[src/rtl/bfx_pkg.sv]
`timescale 1ns/1ps
package bfx_pkg;
  localparam int SGL_EXP_W  = 8;
  localparam int SGL_FRAC_W = 23;
  localparam int DBL_EXP_W  = 11;
  localparam int DBL_FRAC_W = 52;
  localparam int IMM_W      = 16;
  localparam int REG_W      = 5;
  localparam int LZ_W       = $clog2(SGL_FRAC_W + 1);
  localparam int BIAS_DIFF  = (2 ** (DBL_EXP_W - 1) - 1) - (2 ** (SGL_EXP_W - 1) - 1);
  localparam int PAD_W      = DBL_FRAC_W - SGL_FRAC_W;

  typedef struct packed {
    logic capture;
    logic validSet;
  } ctrlStrobes_t;

  function automatic logic [LZ_W-1:0] countLead(input logic [SGL_FRAC_W-1:0] f);
    logic [LZ_W-1:0] n;
    logic seen;
    n = '0;
    seen = 1'b0;
    for (int i = SGL_FRAC_W - 1; i >= 0; i--) begin
      if (f[i]) seen = 1'b1;
      else if (!seen) n = n + 1'b1;
    end
    return n;
  endfunction
endpackage

[src/rtl/bfx_ctrl.sv]
`timescale 1ns/1ps
module bfx_ctrl
  import bfx_pkg::*;
#(
  parameter logic [5:0] MAJOR_OP = 6'd19,
  parameter logic [4:0] EXT_OP   = 5'd22
) (
  input  logic         clk,
  input  logic         rstN,
  input  logic         instrValid,
  input  logic [31:0]  instrWord,
  output ctrlStrobes_t strobes,
  output logic         resValid
);
  logic majorHit;
  logic extHit;

  always_comb begin
    majorHit = (instrWord[31:26] == MAJOR_OP);
    extHit   = (instrWord[5:1] == EXT_OP);
    strobes.validSet = instrValid && majorHit && extHit;
    strobes.capture  = strobes.validSet;
  end

  always_ff @(posedge clk) begin
    if (!rstN) resValid <= 1'b0;
    else       resValid <= strobes.validSet;
  end
endmodule

[src/rtl/bfx_datapath.sv]
`timescale 1ns/1ps
module bfx_datapath
  import bfx_pkg::*;
(
  input  logic                clk,
  input  logic                rstN,
  input  logic [31:0]         instrWord,
  input  ctrlStrobes_t        strobes,
  output logic [63:0]         resData,
  output logic [REG_W-1:0]    resDest
);
  logic [IMM_W-1:0]      immBits;
  logic [31:0]           single;
  logic                  sgn;
  logic [SGL_EXP_W-1:0]  sExp;
  logic [SGL_FRAC_W-1:0] sFrac;
  logic [LZ_W-1:0]       leadZeros;
  logic [SGL_FRAC_W-1:0] shifted;
  logic [SGL_FRAC_W-1:0] subFrac;
  logic [DBL_EXP_W-1:0]  dExp;
  logic [SGL_FRAC_W-1:0] dTop;
  logic [63:0]           dblNext;

  always_comb begin
    immBits = {instrWord[0], instrWord[20:6]};
    single  = {immBits, {(32 - IMM_W){1'b0}}};
    sgn     = single[31];
    sExp    = single[30:SGL_FRAC_W];
    sFrac   = single[SGL_FRAC_W-1:0];

    leadZeros = countLead(sFrac);
    shifted   = sFrac << leadZeros;
    subFrac   = {shifted[SGL_FRAC_W-2:0], 1'b0};

    if (sExp == '0 && sFrac == '0) begin
      dExp = '0;
      dTop = '0;
    end else if (sExp == '0) begin
      dExp = DBL_EXP_W'(BIAS_DIFF) - DBL_EXP_W'(leadZeros);
      dTop = subFrac;
    end else if (sExp == '1) begin
      dExp = '1;
      dTop = sFrac;
    end else begin
      dExp = DBL_EXP_W'(sExp) + DBL_EXP_W'(BIAS_DIFF);
      dTop = sFrac;
    end
    dblNext = {sgn, dExp, dTop, {PAD_W{1'b0}}};
  end

  always_ff @(posedge clk) begin
    if (!rstN) begin
      resData <= '0;
      resDest <= '0;
    end else if (strobes.capture) begin
      resData <= dblNext;
      resDest <= instrWord[25:21];
    end
  end
endmodule

[src/rtl/bf16_imm_expander.sv]
`timescale 1ns/1ps
module bf16_imm_expander
  import bfx_pkg::*;
#(
  parameter logic [5:0] MAJOR_OP = 6'd19,
  parameter logic [4:0] EXT_OP   = 5'd22
) (
  input  logic        clk,
  input  logic        rstN,
  input  logic        instrValid,
  input  logic [31:0] instrWord,
  output logic        resValid,
  output logic [63:0] resData,
  output logic [4:0]  resDest
);
  ctrlStrobes_t strobes;

  bfx_ctrl #(.MAJOR_OP(MAJOR_OP), .EXT_OP(EXT_OP)) ctrl_i (
    .clk       (clk),
    .rstN      (rstN),
    .instrValid(instrValid),
    .instrWord (instrWord),
    .strobes   (strobes),
    .resValid  (resValid)
  );

  bfx_datapath dp_i (
    .clk      (clk),
    .rstN     (rstN),
    .instrWord(instrWord),
    .strobes  (strobes),
    .resData  (resData),
    .resDest  (resDest)
  );
endmodule

[config.mk]
export PLATFORM = sky130hd
export DESIGN_NAME = bf16_imm_expander
export DESIGN_NICKNAME = d
export VERILOG_FILES = /design/src/rtl/bfx_pkg.sv /design/src/rtl/bfx_ctrl.sv /design/src/rtl/bfx_datapath.sv /design/src/rtl/bf16_imm_expander.sv
export SDC_FILE = /design/constraint.sdc
export NUM_CORES = 1
export LEC_CHECK = 0
export BUFFER_PORTS_ARGS = -buffer_cell sky130_fd_sc_hd__buf_2
export CAP_MARGIN = 20
export CORE_AREA = 8 8 86 96
export CTS_BUF_LIST = sky130_fd_sc_hd__clkbuf_16
export DETAILED_ROUTE_END_ITERATION = 12
export DIE_AREA = 0 0 94 104
export PLACE_DENSITY = 0.65
export SKIP_CTS_REPAIR_TIMING = 1
export SYNTH_ARGS = -nofsm -noshare
export SYNTH_HDL_FRONTEND = slang
export SYNTH_HIERARCHICAL = 1
export SYNTH_SLANG_ARGS = --single-unit
[constraint.sdc]
create_clock -name clk -period 10.3 [get_ports clk]
set_input_delay 3.09 -clock clk [delete_from_list [all_inputs] [get_ports clk]]
set_output_delay 3.09 -clock clk [all_outputs]
set_load 0.02 [all_outputs]
* Yosys cells after proc, flatten, opt, wreduce, memory -nomap -nowiden
Cells that the tools add are included.
Operators by class: divide/modulo/power cells 0, equal/unequal tests 3, reduce and logical (&&, ||, !) cells 5, add/subtract/negate cells 24, mux-type cells 41, bitwise gates (word level) 0, $mul 0, shift operators 1, magnitude comparators 0
Operator list (count):
- 5-bit two-way mux | 28
- 5-bit by 1-bit adder with 5-bit output (second input constant) | 21
- 23-bit two-way mux | 2
- 11-bit two-way mux | 3
- 23-bit by 5-bit << shifter with 22-bit output | 1
- 8-bit by 10-bit adder with 11-bit output (second input constant) | 1
- 10-bit by 5-bit subtractor with 11-bit output (first input constant) | 1
- 8-bit == test (second input constant) | 1
- 8-bit logical NOT | 1
- 1-bit two-way mux | 8
- 7-bit logical NOT | 1
- 6-bit by 5-bit == test with 1-bit output (second input constant) | 1
- 5-bit == test (second input constant) | 1
- 1-bit logical AND | 3
- 1-bit by 1-bit adder with 2-bit output (second input constant) | 1
Storage, ports and cells: word-level logic and storage cells 77, output and inout bits 70, memory bits (read-only) 0, bits in writable memories 0, memories 0, bits in latches 0, input port bits 35, flip-flop bits (word level) 41

* Longest topological paths before layout
Gate-level depths: netlist of the first run.
depth in word-level cells 54, depth in mapped cells 30, depth with buffers taken out 27

* Modules after synthesis
The synthesis of the first run kept the hierarchy.
By module, submodules not included:
- bfx_datapath | times used 1, cells each 342, area each 2583.7 um^2, sequential area each 460.4 um^2
- bfx_ctrl | times used 1, cells each 8, area each 80.1 um^2, sequential area each 20.0 um^2

* Least setup slack after synthesis of the first run
Ideal clock, no wire load.
kind input to register, start point in instrWord[11], end point reg dp_i.resData[57], cell stages on the path 29, arrival 9.139 ns, required time 10.184 ns, library setup time 0.116 ns, path buffers 2, setup slack 1.044 ns, cell sequence nor2b_1 > ha_1 > clkbuf_1 > nand2b_1 > a21boi_1 > clkbuf_1 > nand2b_1 > a21boi_0 > ha_1 > nand2b_1 > a21boi_0 > xnor2_1 > ha_1 > nand2b_1 > and2_1 > o21ai_0 > ha_1 > inv_1 > ha_1 > or3_1 > o22ai_2 > xnor2_1 > xnor2_1 > xnor2_1 > a2111o_1 > a21oi_1 > o21ba_2 > or4b_1 > and4_1
Between the ends: word-level cells in the longest chain between the ends 51, elaborated cells between the ends (all ways) 59, those cells by class 22 x add/sub; 35 x mux; 2 x reduce/logical
RTL lines:
- start, declared | RTL line bf16_imm_expander.sv:11 | input logic [31:0] instrWord,
- 5-bit two-way mux | RTL line bfx_pkg.sv:24 | if (f[i]) seen = 1'b1;
- 5-bit by 1-bit adder with 5-bit output | RTL line bfx_pkg.sv:25 | else if (!seen) n = n + 1'b1;
- 5-bit two-way mux | RTL line bfx_pkg.sv:25
- 5-bit two-way mux | RTL line bfx_pkg.sv:24
- 5-bit by 1-bit adder with 5-bit output | RTL line bfx_pkg.sv:25
- 5-bit two-way mux | RTL line bfx_pkg.sv:25
- 5-bit two-way mux | RTL line bfx_pkg.sv:24
- 5-bit by 1-bit adder with 5-bit output | RTL line bfx_pkg.sv:25
- (+35 left out)
- 5-bit two-way mux | RTL line bfx_pkg.sv:25
- 5-bit by 1-bit adder with 5-bit output | RTL line bfx_pkg.sv:25
- 5-bit two-way mux | RTL line bfx_pkg.sv:25
- 5-bit by 1-bit adder with 5-bit output | RTL line bfx_pkg.sv:25
- 5-bit two-way mux | RTL line bfx_pkg.sv:25
- 10-bit by 5-bit subtractor with 11-bit output | RTL line bfx_datapath.sv:39 | dExp = DBL_EXP_W'(BIAS_DIFF) - DBL_EXP_W'(leadZeros);
- 11-bit two-way mux | RTL line bfx_datapath.sv:38 | end else if (sExp == '0) begin
- 11-bit two-way mux * | RTL line bfx_datapath.sv:35 | if (sExp == '0 && sFrac == '0) begin
- end signal, assigned | RTL line bfx_datapath.sv:56 | resData <= dblNext;
- end, declared | RTL line bfx_datapath.sv:9 | output logic [63:0] resData,
Mark *: on every way between the ends. The rest lies on a longest branch, timed or not. A chain may end at the register's enable or synchronous reset.

* Worst setup path after layout of the first run
Ends and elaborated chain as after synthesis.

==> results of run 1 <==
==> power by group through the flow <==
stage | Combinational (mW) | Sequential (mW) | Clock [mW]
after CTS | 0.0722 | 0.0928 | 0.0857
final | 0.0734 | 0.0928 | 0.0840
after floorplan | 0.0678 | 0.0949 | 0
after global placement | 0.0719 | 0.0949 | 0
after global routing | 0.0808 | 0.0928 | 0.0899
after detailed placement | 0.0717 | 0.0949 | 0
==> registers in the layout, indices dropped and copies added, names as in the netlist <==
register / count
ctrl_i/resValid: 1
dp_i/resDest: 5
dp_i/resData: 18
==> worst min-delay path: stages, from the launching register on <==
cell and delay, ps:
dfxtp_1 310, nand2b_1 60, a21boi_0 70
==> final cells by class <==
cell class	instances	area, um^2	area share
Multi-Input combinational cell	297	1901	0.6505
Sequential cell	24	480.5	0.1645
Inverter	10	37.54	0.01285
Clock buffer	3	75.07	0.02570
Clock inverter	1	3.754	0.001285
Tap cell	85	106.4	0.03640
Timing Repair Buffer	62	317.8	0.1088
==> synth_stat cells, types with 4 or more instances <==
cell	n	area share
a211oi_1	5	0.014
nor2_1	25	0.035
clkbuf_1	14	0.020
xor2_1	6	0.020
o21ai_0	28	0.053
a21oi_1	21	0.039
nor2b_1	9	0.021
xnor2_1	11	0.036
nand2b_1	12	0.028
nor3_1	7	0.013
nand3_1	9	0.017
a21boi_0	6	0.017
dfxtp_1	24	0.18
mux2i_1	14	0.053
ha_1	8	0.038
nand3b_1	4	0.011
nand2_1	24	0.034
buf_4	47	0.13
and2_1	5	0.012
inv_1	9	0.013
==> final timing paths <==
path                                               startpoint                             to  slack (ps)  cells after the start
worst max register to register  dp_i/resData[57]$_SDFFE_PN0P_  dp_i/resData[57]$_SDFFE_PN0P_        9160                      3
worst min-delay path            dp_i/resData[45]$_SDFFE_PN0P_  dp_i/resData[45]$_SDFFE_PN0P_         490                      2
worst min register to register  dp_i/resData[45]$_SDFFE_PN0P_  dp_i/resData[45]$_SDFFE_PN0P_         490                      2
worst max-delay path                            instrWord[11]  dp_i/resData[57]$_SDFFE_PN0P_         870                     29
==> metal layers <==
layer | track usage | up-vias
li1 | - | 1246
met1 | 0.1491 | 1139
met2 | 0.2325 | 89
met3 | 0.02816 | 14
met4 | 0.04767 | 0
met5 | 0 | -
==> kinds of logic (layout without fill, tap and decap cells) <==
logic type               after synthesis  in the layout  share of synthesized area
other                                  1             45                   0.001408
AO/OA/AOI/OAI                         88             88                     0.2255
XOR/XNOR                              19             19                    0.06811
adder cells (fa/ha/maj)                8              8                    0.03758
flip-flops                            24             24                     0.1804
AND/OR/NAND/NOR                      120            120                     0.2508
multiplexers                          17             17                    0.06622
buffers and inverters                 73             76                     0.1700
==> per-stage QoR <==
step | hold slack (ps) | area, um^2 | util | setup WS, ps | cells
after floorplan | 551.8 | 2829 | - | 1044 | 394
after global placement | 469.1 | 2843 | 0.4226 | 830.0 | 478
after detailed placement | 485.7 | 2843 | 0.4226 | 646.5 | 478
after CTS | 493.9 | 2922 | 0.4343 | 892.2 | 482
after global routing | 531.8 | 2922 | 0.4343 | 390.9 | 482
final | 489.7 | 2922 | 0.4343 | 871.8 | 482
==> reports/qor.yml, run 1 <==
overflow: 0
pwr-share-comb: 0.293
routed_wl_mm: 6.841
critPathCaptureType: "flop"
crit_path_max_fanout: 14
num_vias: 2488
fin_crit_sh: 0.9154
routed.top_layer: "met4"
setup_viol: 0
finClkSkew_ps: 0
wl_met3_um: 513
fin_nets: 441
clkPwrFrac: 0.336
cp_top_family: "simple AND/OR/NAND/NOR gates"
async_flop_share: 0
cpPeakStageDelay_ps: 480
grtUsageTotal: 0.1319
period_minus_slack_ps: 9428
clkSinkCount: 24
synth_cells: 350
io-pin-count: 105
gp_congestion: 0.8891
worstSetupPathType: "in2reg"
p_int_mw: 0.1688
p_sw_mw: 0.08141
post-route-drc-count: 0
n_fill_cell: 699
cellPowerDensity_mw_per_mm2: 85.63
clock_latency_ps: 250
grt_pass1_vias: 2362
worst_pin_slew_ps: 776.2
required_ps: 10450
synth_area_per_cell_um2: 7.611
peakVddDrop_mv: 0.05461
area_growth_pct: 9.676
switching_share: 0.3254
cts_tree: "built"
die_w_um: 94
cts_root_buf: "clkbuf_16"
drv_cap: 0
rsz0062_at_grt: "no"
drt-initial-drc-count: 94
ys_seq_area_frac: 0.1804
n_antenna_cell: 0
antenna_found_initial: 0
drive_gt1_frac: 0.2141
synth_ff_type: "dfxtp_1"
cts_buffers: 3
clkTransAtPathRegs_ps: 60
fp.dieH_um: 104
viasPerCell: 5.162
synth-edff-count: 0
slew_headroom: 0.4788
slowest_stage: "or4b_1"
hold_path_class: "reg2reg"
grt_max_degree: 40
crit_top_cell: "ha_1"
dpl.hpwl_mm: 5.510
drt-met1-wl_mm: 2.853
ys_ff_latch: 24
coreArea_mm2: 0.006726
status: "finished clean"
final_cell_mix: "buf_2 (59), conb_1 (45), o21ai_0 (28)"
p_leak_nw: 1.266
start_util: 0.3960
drt-pass1-iter-count: 4
hold_viol_final: 0
syn_area_mm2: 0.002664
met2_length_mm: 3.327
yosys_warnings: 6
startpoint_type: "input port"
maxSlewViolCount: 0
pwr-share-seq: 0.371
ant_nets: 0
fin_tns_setup_ps: 0
crit_buf_inv: 3
rows: 32
die-area_mm2: 0.009776
clockBufferDepth: 2
final_common_cell: "buf_2"
grt_pass1_wl_mm: 10.98
wl_per_cell_um: 14.19
portBuffers: 59
crit_arrival_ps: 9580
htree_num_levels: 1
yosysUniqueCellTypes: 65
max_freq_ghz: 0.1061
total_power_mw: 0.2502
(Power assumes the default switching activity.)
==> run 2: changes to the inputs <==
- CORE_AREA: 8 8 86 96 -> 3 3 81 91
- DIE_AREA: 0 0 94 104 -> 0 0 84 94
- RECOVER_POWER: unset -> 50
==> run 2 against run 1 <==
Compared with the run above:
- die area down 19%
- clock-buffer cell count unchanged
- register-to-register slack about the same
- wire length down 7.3%
- worst setup slack worse by 65 ps
- clock skew unchanged
- via count up 1.6%
- fmax down 0.68%
- sequential power about the same
- largest cell class unchanged
- highest routed layer unchanged
==> reports/qor.yml, run 2 (synthesis gave the netlist of run 1 again) <==
status: "finished clean"
critPathCaptureType: "flop"
largest-register: "dp_i/resData"
drt-initial-drc-count: 130  # +38%
slew_headroom: 0.4188  # -0.06004
clock_latency_ps: 250  # about the same
final_cell_mix: "conb_1 (45), buf_2 (35), o21ai_0 (28)"
viasPerCell: 5.289  # +2.5%
max_freq_ghz: 0.1053  # -0.68%
required_ps: 10450  # about the same
peakVddDrop_mv: 0.06497  # +19%
grt_pass1_wl_mm: 10.36  # -5.6%
timing.rr.start: "dp_i/resData[57]$_SDFFE_PN0P_"
clkPwrFrac: 0.328  # -0.008
fin_crit_sh: 0.9217  # +0.006305
cts_root_buf: "clkbuf_16"
area_growth_pct: 8.267
p_int_mw: 0.1683  # -0.27%
gp_congestion: 0.8900  # +0.10%
clockBufferDepth: 2  # unchanged
die-area_mm2: 0.007896  # -19%
holdPathStages: 2  # unchanged
maxSlewViolCount: 0  # unchanged
reg2regPathDepth: 3  # unchanged
grt_pass1_vias: 2302  # -2.5%
ant_nets: 0  # unchanged
ff2ff_setup_slack_ps: 9170  # about the same
setup_viol: 0  # unchanged
coreArea_mm2: 0.006555  # -2.5%
io-pin-count: 105  # unchanged
routed_wl_mm: 6.340  # -7.3%
drive_gt1_frac: 0.1540  # -0.06007
htree_num_levels: 1  # unchanged
finClkSkew_ps: 0  # unchanged
fin_tns_setup_ps: 0  # unchanged
wl_per_cell_um: 13.26  # -6.5%
crit_arrival_ps: 9640  # +60 ps
worstHoldStart: "dp_i/resData[45]$_SDFFE_PN0P_"
antenna_found_initial: 0  # unchanged
portBuffers: 59  # unchanged
start_util: 0.4064  # +0.01036
rsz0062_at_grt: "no"
slowest_stage: "or4b_1"
dpl.hpwl_mm: 4.938  # -10%
fin_nets: 441  # unchanged
top_regs: "dp_i/resData: 18 flops, dp_i/resDest: 5 flops, ctrl_i/resValid: 1 flops"
cts_buffers: 3  # unchanged
clkTransAtPathRegs_ps: 60  # about the same
grtUsageTotal: 0.1525  # +0.02059
crit_top_cell: "ha_1"
grt_max_degree: 40  # unchanged
hold_viol_final: 0  # unchanged
hold_path_class: "reg2reg"
regToRegEndpoint: "dp_i/resData[57]$_SDFFE_PN0P_"
crit_path_max_fanout: 14  # unchanged
worst_pin_slew_ps: 871.9  # +95.64 ps
pwr-share-seq: 0.374  # +0.003
pwr-share-comb: 0.297  # +0.004
min_to: "dp_i/resData[45]$_SDFFE_PN0P_"
n_fill_cell: 698  # -0.14%
n_antenna_cell: 0  # unchanged
final_common_cell: "conb_1"
fin_util: 0.4400  # +0.005631
cpPeakStageDelay_ps: 480  # about the same
cellPowerDensity_mw_per_mm2: 86.00  # +0.43%
p_leak_nw: 1.160  # -8.4%
die_w_um: 84  # -11%
period_minus_slack_ps: 9493  # +64.94 ps
rows: 31  # -3.1%
startpoint_type: "input port"
drt-pass1-iter-count: 4  # unchanged
overflow: 0  # unchanged
p_sw_mw: 0.07972  # -2.1%
clkSinkCount: 24  # unchanged
switching_share: 0.3214  # -0.003993
drv_cap: 0  # unchanged
worstSetupPathType: "in2reg"
cts_tree: "built"
num_vias: 2528  # +1.6%
post-route-drc-count: 0  # unchanged
fp.dieH_um: 94  # -9.6%
largest_reg_flops: 18  # unchanged
run 2: cell types whose count changed in the layout (fill, tap and decap cells not counted):
cell      before  now
clkinv_1       1    0
buf_2         59   35
clkbuf_1       0   24
run 2: area by class of cell:
cell class	count	area, um^2	area share
sequential	24	480.5	0.1666
clock buffer	3	75.07	0.02603
multi-input combinational	297	1901	0.6590
tap	82	102.6	0.03557
inverter	10	37.54	0.01302
timing repair buffer	62	287.8	0.09978
run 2: layer usage:
metal | vias to the layer above | global-route usage | share of wire
li1 | 1243 | - | -
met3 | 2 | 0.02632 | 0.067
met4 | 0 | 0.02413 | 0.0022
met2 | 97 | 0.2732 | 0.49
met5 | - | 0 | 0
met1 | 1186 | 0.1945 | 0.44
run 2: power by group through the flow:
stage	clock network, mW	logic (mW)	registers [mW]
after detailed placement	0	0.0723	0.0949
after global routing	0.0863	0.0813	0.0928
final	0.0814	0.0738	0.0929
after floorplan	0	0.0678	0.0949
after CTS	0.0837	0.0729	0.0928
after global placement	0	0.0716	0.0949
run 2: worst max-delay path, delay by kind of cell:
kind	cells	cell delay (ps)
buf+inv	3	430
fa+ha+maj	5	1770
simple gates	9	1860
compound gates	8	1800
xor+xnor	4	680
run 2: stage by stage:
step | hold slack, ps | cell area, um^2 | power (mW) | instances | worst slack, ps
2_1_floorplan | 551.8 | 2829 | 0.1627 | 394 | 1044
3_3_place_gp | 468.6 | 2839 | 0.1665 | 475 | 832.3
3_5_place_dp | 484.1 | 2839 | 0.1672 | 475 | 593.9
4_1_cts | 492.0 | 2914 | 0.2494 | 478 | 837.2
5_1_grt | 525.0 | 2884 | 0.2604 | 478 | 304.1
6_report | 491.6 | 2884 | 0.2480 | 478 | 806.9
run 2: worst max-delay path by stage:
stage	from	endpoint	slack (ps)	cells past startpoint
after global routing	instrWord[11]	dp_i/resData[49]$_SDFFE_PN0P_	300	29
after CTS	instrWord[11]	dp_i/resData[57]$_SDFFE_PN0P_	840	29
after detailed placement	instrWord[11]	dp_i/resData[57]$_SDFFE_PN0P_	590	29
after global placement	instrWord[11]	dp_i/resData[57]$_SDFFE_PN0P_	830	29
final	instrWord[11]	dp_i/resData[57]$_SDFFE_PN0P_	810	29
after floorplan	instrWord[11]	dp_i/resData[57]$_SDFFE_PN0P_	1040	29
==> run 3: changes to the inputs <==
- CELL_PAD_IN_SITES_DETAIL_PLACEMENT: unset -> 0
- CELL_PAD_IN_SITES_GLOBAL_PLACEMENT: unset -> 1
- CORE_AREA: 3 3 81 91 -> 3 3 88 98
- DIE_AREA: 0 0 84 94 -> 0 0 91 101
- PLACE_DENSITY: 0.65 -> 0.77
- SKIP_CTS_REPAIR_TIMING: 1 -> unset
==> run 3 against run 2 <==
Compared with the run above:
- critical path depth is the same
- combinational power is essentially flat
- highest routed layer unchanged
- via count shrank 2.8%
==> reports/qor.yml, run 3 (synthesis gave the netlist of run 1 again) <==
final_cell_mix: "conb_1 (45), buf_2 (35), o21ai_0 (28)"
clock_latency_ps: 250  # about the same
hold_viol_final: 0  # unchanged
crit_path_max_fanout: 14  # unchanged
dpl.hpwl_mm: 5.258  # +6.5%
ff2ff_setup_slack_ps: 9180  # about the same
ctsHoldBuffers: 0
io-pin-count: 105  # unchanged
portBuffers: 59  # unchanged
clockBufferDepth: 2  # unchanged
post-route-drc-count: 0  # unchanged
grtUsageTotal: 0.1294  # -0.02305
antenna_found_initial: 0  # unchanged
worst_pin_slew_ps: 842.5  # -29.38 ps
worstSetupPathType: "in2reg"
largest-register: "dp_i/resData"
crit_path_end: "dp_i/resData[57]$_SDFFE_PN0P_"
fin_util: 0.3726  # -0.06737
stdcell_count: 504  # +5.4%
slew_headroom: 0.4383  # +0.01959
regToRegEndpoint: "dp_i/resData[57]$_SDFFE_PN0P_"
grt_pass1_wl_mm: 10.18  # -1.8%
clkSinkCount: 24  # unchanged
htree_num_levels: 1  # unchanged
drt-initial-drc-count: 75  # -42%
viasPerCell: 4.877  # -7.8%
drive_gt1_frac: 0.1540  # unchanged
whs_ps: 484.8  # -6.782 ps
die-area_mm2: 0.009191  # +16%
max_freq_ghz: 0.1052  # -0.15%
critPathCaptureType: "flop"
critPathLaunch: "instrWord[11]"
top_regs: "dp_i/resData: 18 flops, dp_i/resDest: 5 flops, ctrl_i/resValid: 1 flops"
rows: 34  # +9.7%
routed_wl_mm: 6.582  # +3.8%
postCtsSetupBuffers: 0
n_antenna_cell: 0  # unchanged
fin_crit_sh: 0.9230  # +0.001359
peakVddDrop_mv: 0.08053  # +24%
status: "finished clean"
rsz0062_at_grt: "no"
cpPeakStageDelay_ps: 490  # about the same
period_minus_slack_ps: 9507  # +13.99 ps
fp.dieH_um: 101  # +7.4%
finClkSkew_ps: 0  # unchanged
clkTransAtPathRegs_ps: 60  # about the same
num_vias: 2458  # -2.8%
wl_per_cell_um: 13.06  # -1.5%
n_fill_cell: 857  # +23%
largest_reg_flops: 18  # unchanged
slowest_stage: "or4b_1"
crit_top_cell: "ha_1"
cts_root_buf: "clkbuf_16"
gp_congestion: 0.8329  # -6.4%
required_ps: 10450  # about the same
crit_arrival_ps: 9650  # about the same
holdPathStages: 2  # unchanged
total_power_mw: 0.2487  # +0.28%
fin_nets: 441  # unchanged
ant_nets: 0  # unchanged
grt_pass1_vias: 2147  # -6.7%
setup_slack_ps: 792.9  # -13.99 ps
drt-pass1-iter-count: 5  # +1
final_area_mm2: 0.002917  # +1.1%
fin_tns_setup_ps: 0  # unchanged
cts_tree: "built"
final_common_cell: "conb_1"
grt_max_degree: 40  # unchanged
cts_resized: 0
timing.rr.start: "dp_i/resData[57]$_SDFFE_PN0P_"
hold_path_class: "reg2reg"
overflow: 0  # unchanged
die_w_um: 91  # +8.3%
setup_viol: 0  # unchanged
startpoint_type: "input port"
dp_cells: 501  # +5.5%
drv_cap: 0  # unchanged
p_leak_nw: 1.160  # unchanged
cts_buffers: 3  # unchanged
coreArea_mm2: 0.007828  # +19%
pre_cts_slack_ps: 521.9  # -72.04 ps
start_util: 0.3403  # -0.06606
reg2regPathDepth: 3  # unchanged
dpl-instance-area_mm2: 0.002872  # +1.1%
area_growth_pct: 9.488
maxSlewViolCount: 0  # unchanged
cellPowerDensity_mw_per_mm2: 85.28  # -0.84%
==> run 3: cell counts in the layout (fill, tap and decap cells not counted) <==
Identical to the previous run, type by type.
==> run 3: worst max-delay path: cells and delay by family <==
| kind | cells | cell delay, ps |
|---|---|---|
| buffers and inverters | 3 | 420 |
| AO/OA/AOI/OAI | 8 | 1680 |
| adder cells (fa/ha/maj) | 5 | 1880 |
| XOR/XNOR | 4 | 670 |
| AND/OR/NAND/NOR | 9 | 1910 |
==> run 3: report_power, final <==
part,switching (mW),internal (mW)
combinational,0.0495,0.0241
sequential,0.0000122,0.0928
clock,0.0310,0.0513
total,0.0805,0.168
==> run 3: worst min path at each step <==
stage | slack (ps) | end | startpoint
after floorplan | 550 | dp_i/resData[45]$_SDFFE_PN0P_ | dp_i/resData[45]$_SDFFE_PN0P_
after global placement | 470 | dp_i/resData[45]$_SDFFE_PN0P_ | dp_i/resData[45]$_SDFFE_PN0P_
after detailed placement | 470 | dp_i/resData[45]$_SDFFE_PN0P_ | dp_i/resData[45]$_SDFFE_PN0P_
after CTS | 480 | dp_i/resData[45]$_SDFFE_PN0P_ | dp_i/resData[45]$_SDFFE_PN0P_
after global routing | 530 | dp_i/resData[45]$_SDFFE_PN0P_ | dp_i/resData[45]$_SDFFE_PN0P_
final | 480 | dp_i/resData[45]$_SDFFE_PN0P_ | dp_i/resData[45]$_SDFFE_PN0P_
==> run 3: layout make-up <==
type,instances,area (um^2),share of cell area
multi-input cells,297,1901,0.6517
repair buffers,62,287.8,0.09867
well taps,108,135.1,0.04633
inverters,10,37.54,0.01287
clock buffers,3,75.07,0.02574
flip-flops and latches,24,480.5,0.1647
==> run 3: routing by layer <==
metal  wire, um  track usage  up-vias
met2       3265       0.2231       69
met4         91      0.03248        0
met3        217      0.01046       12
li1           -            -     1243
met5          0            0        -
met1       3008       0.1748     1134
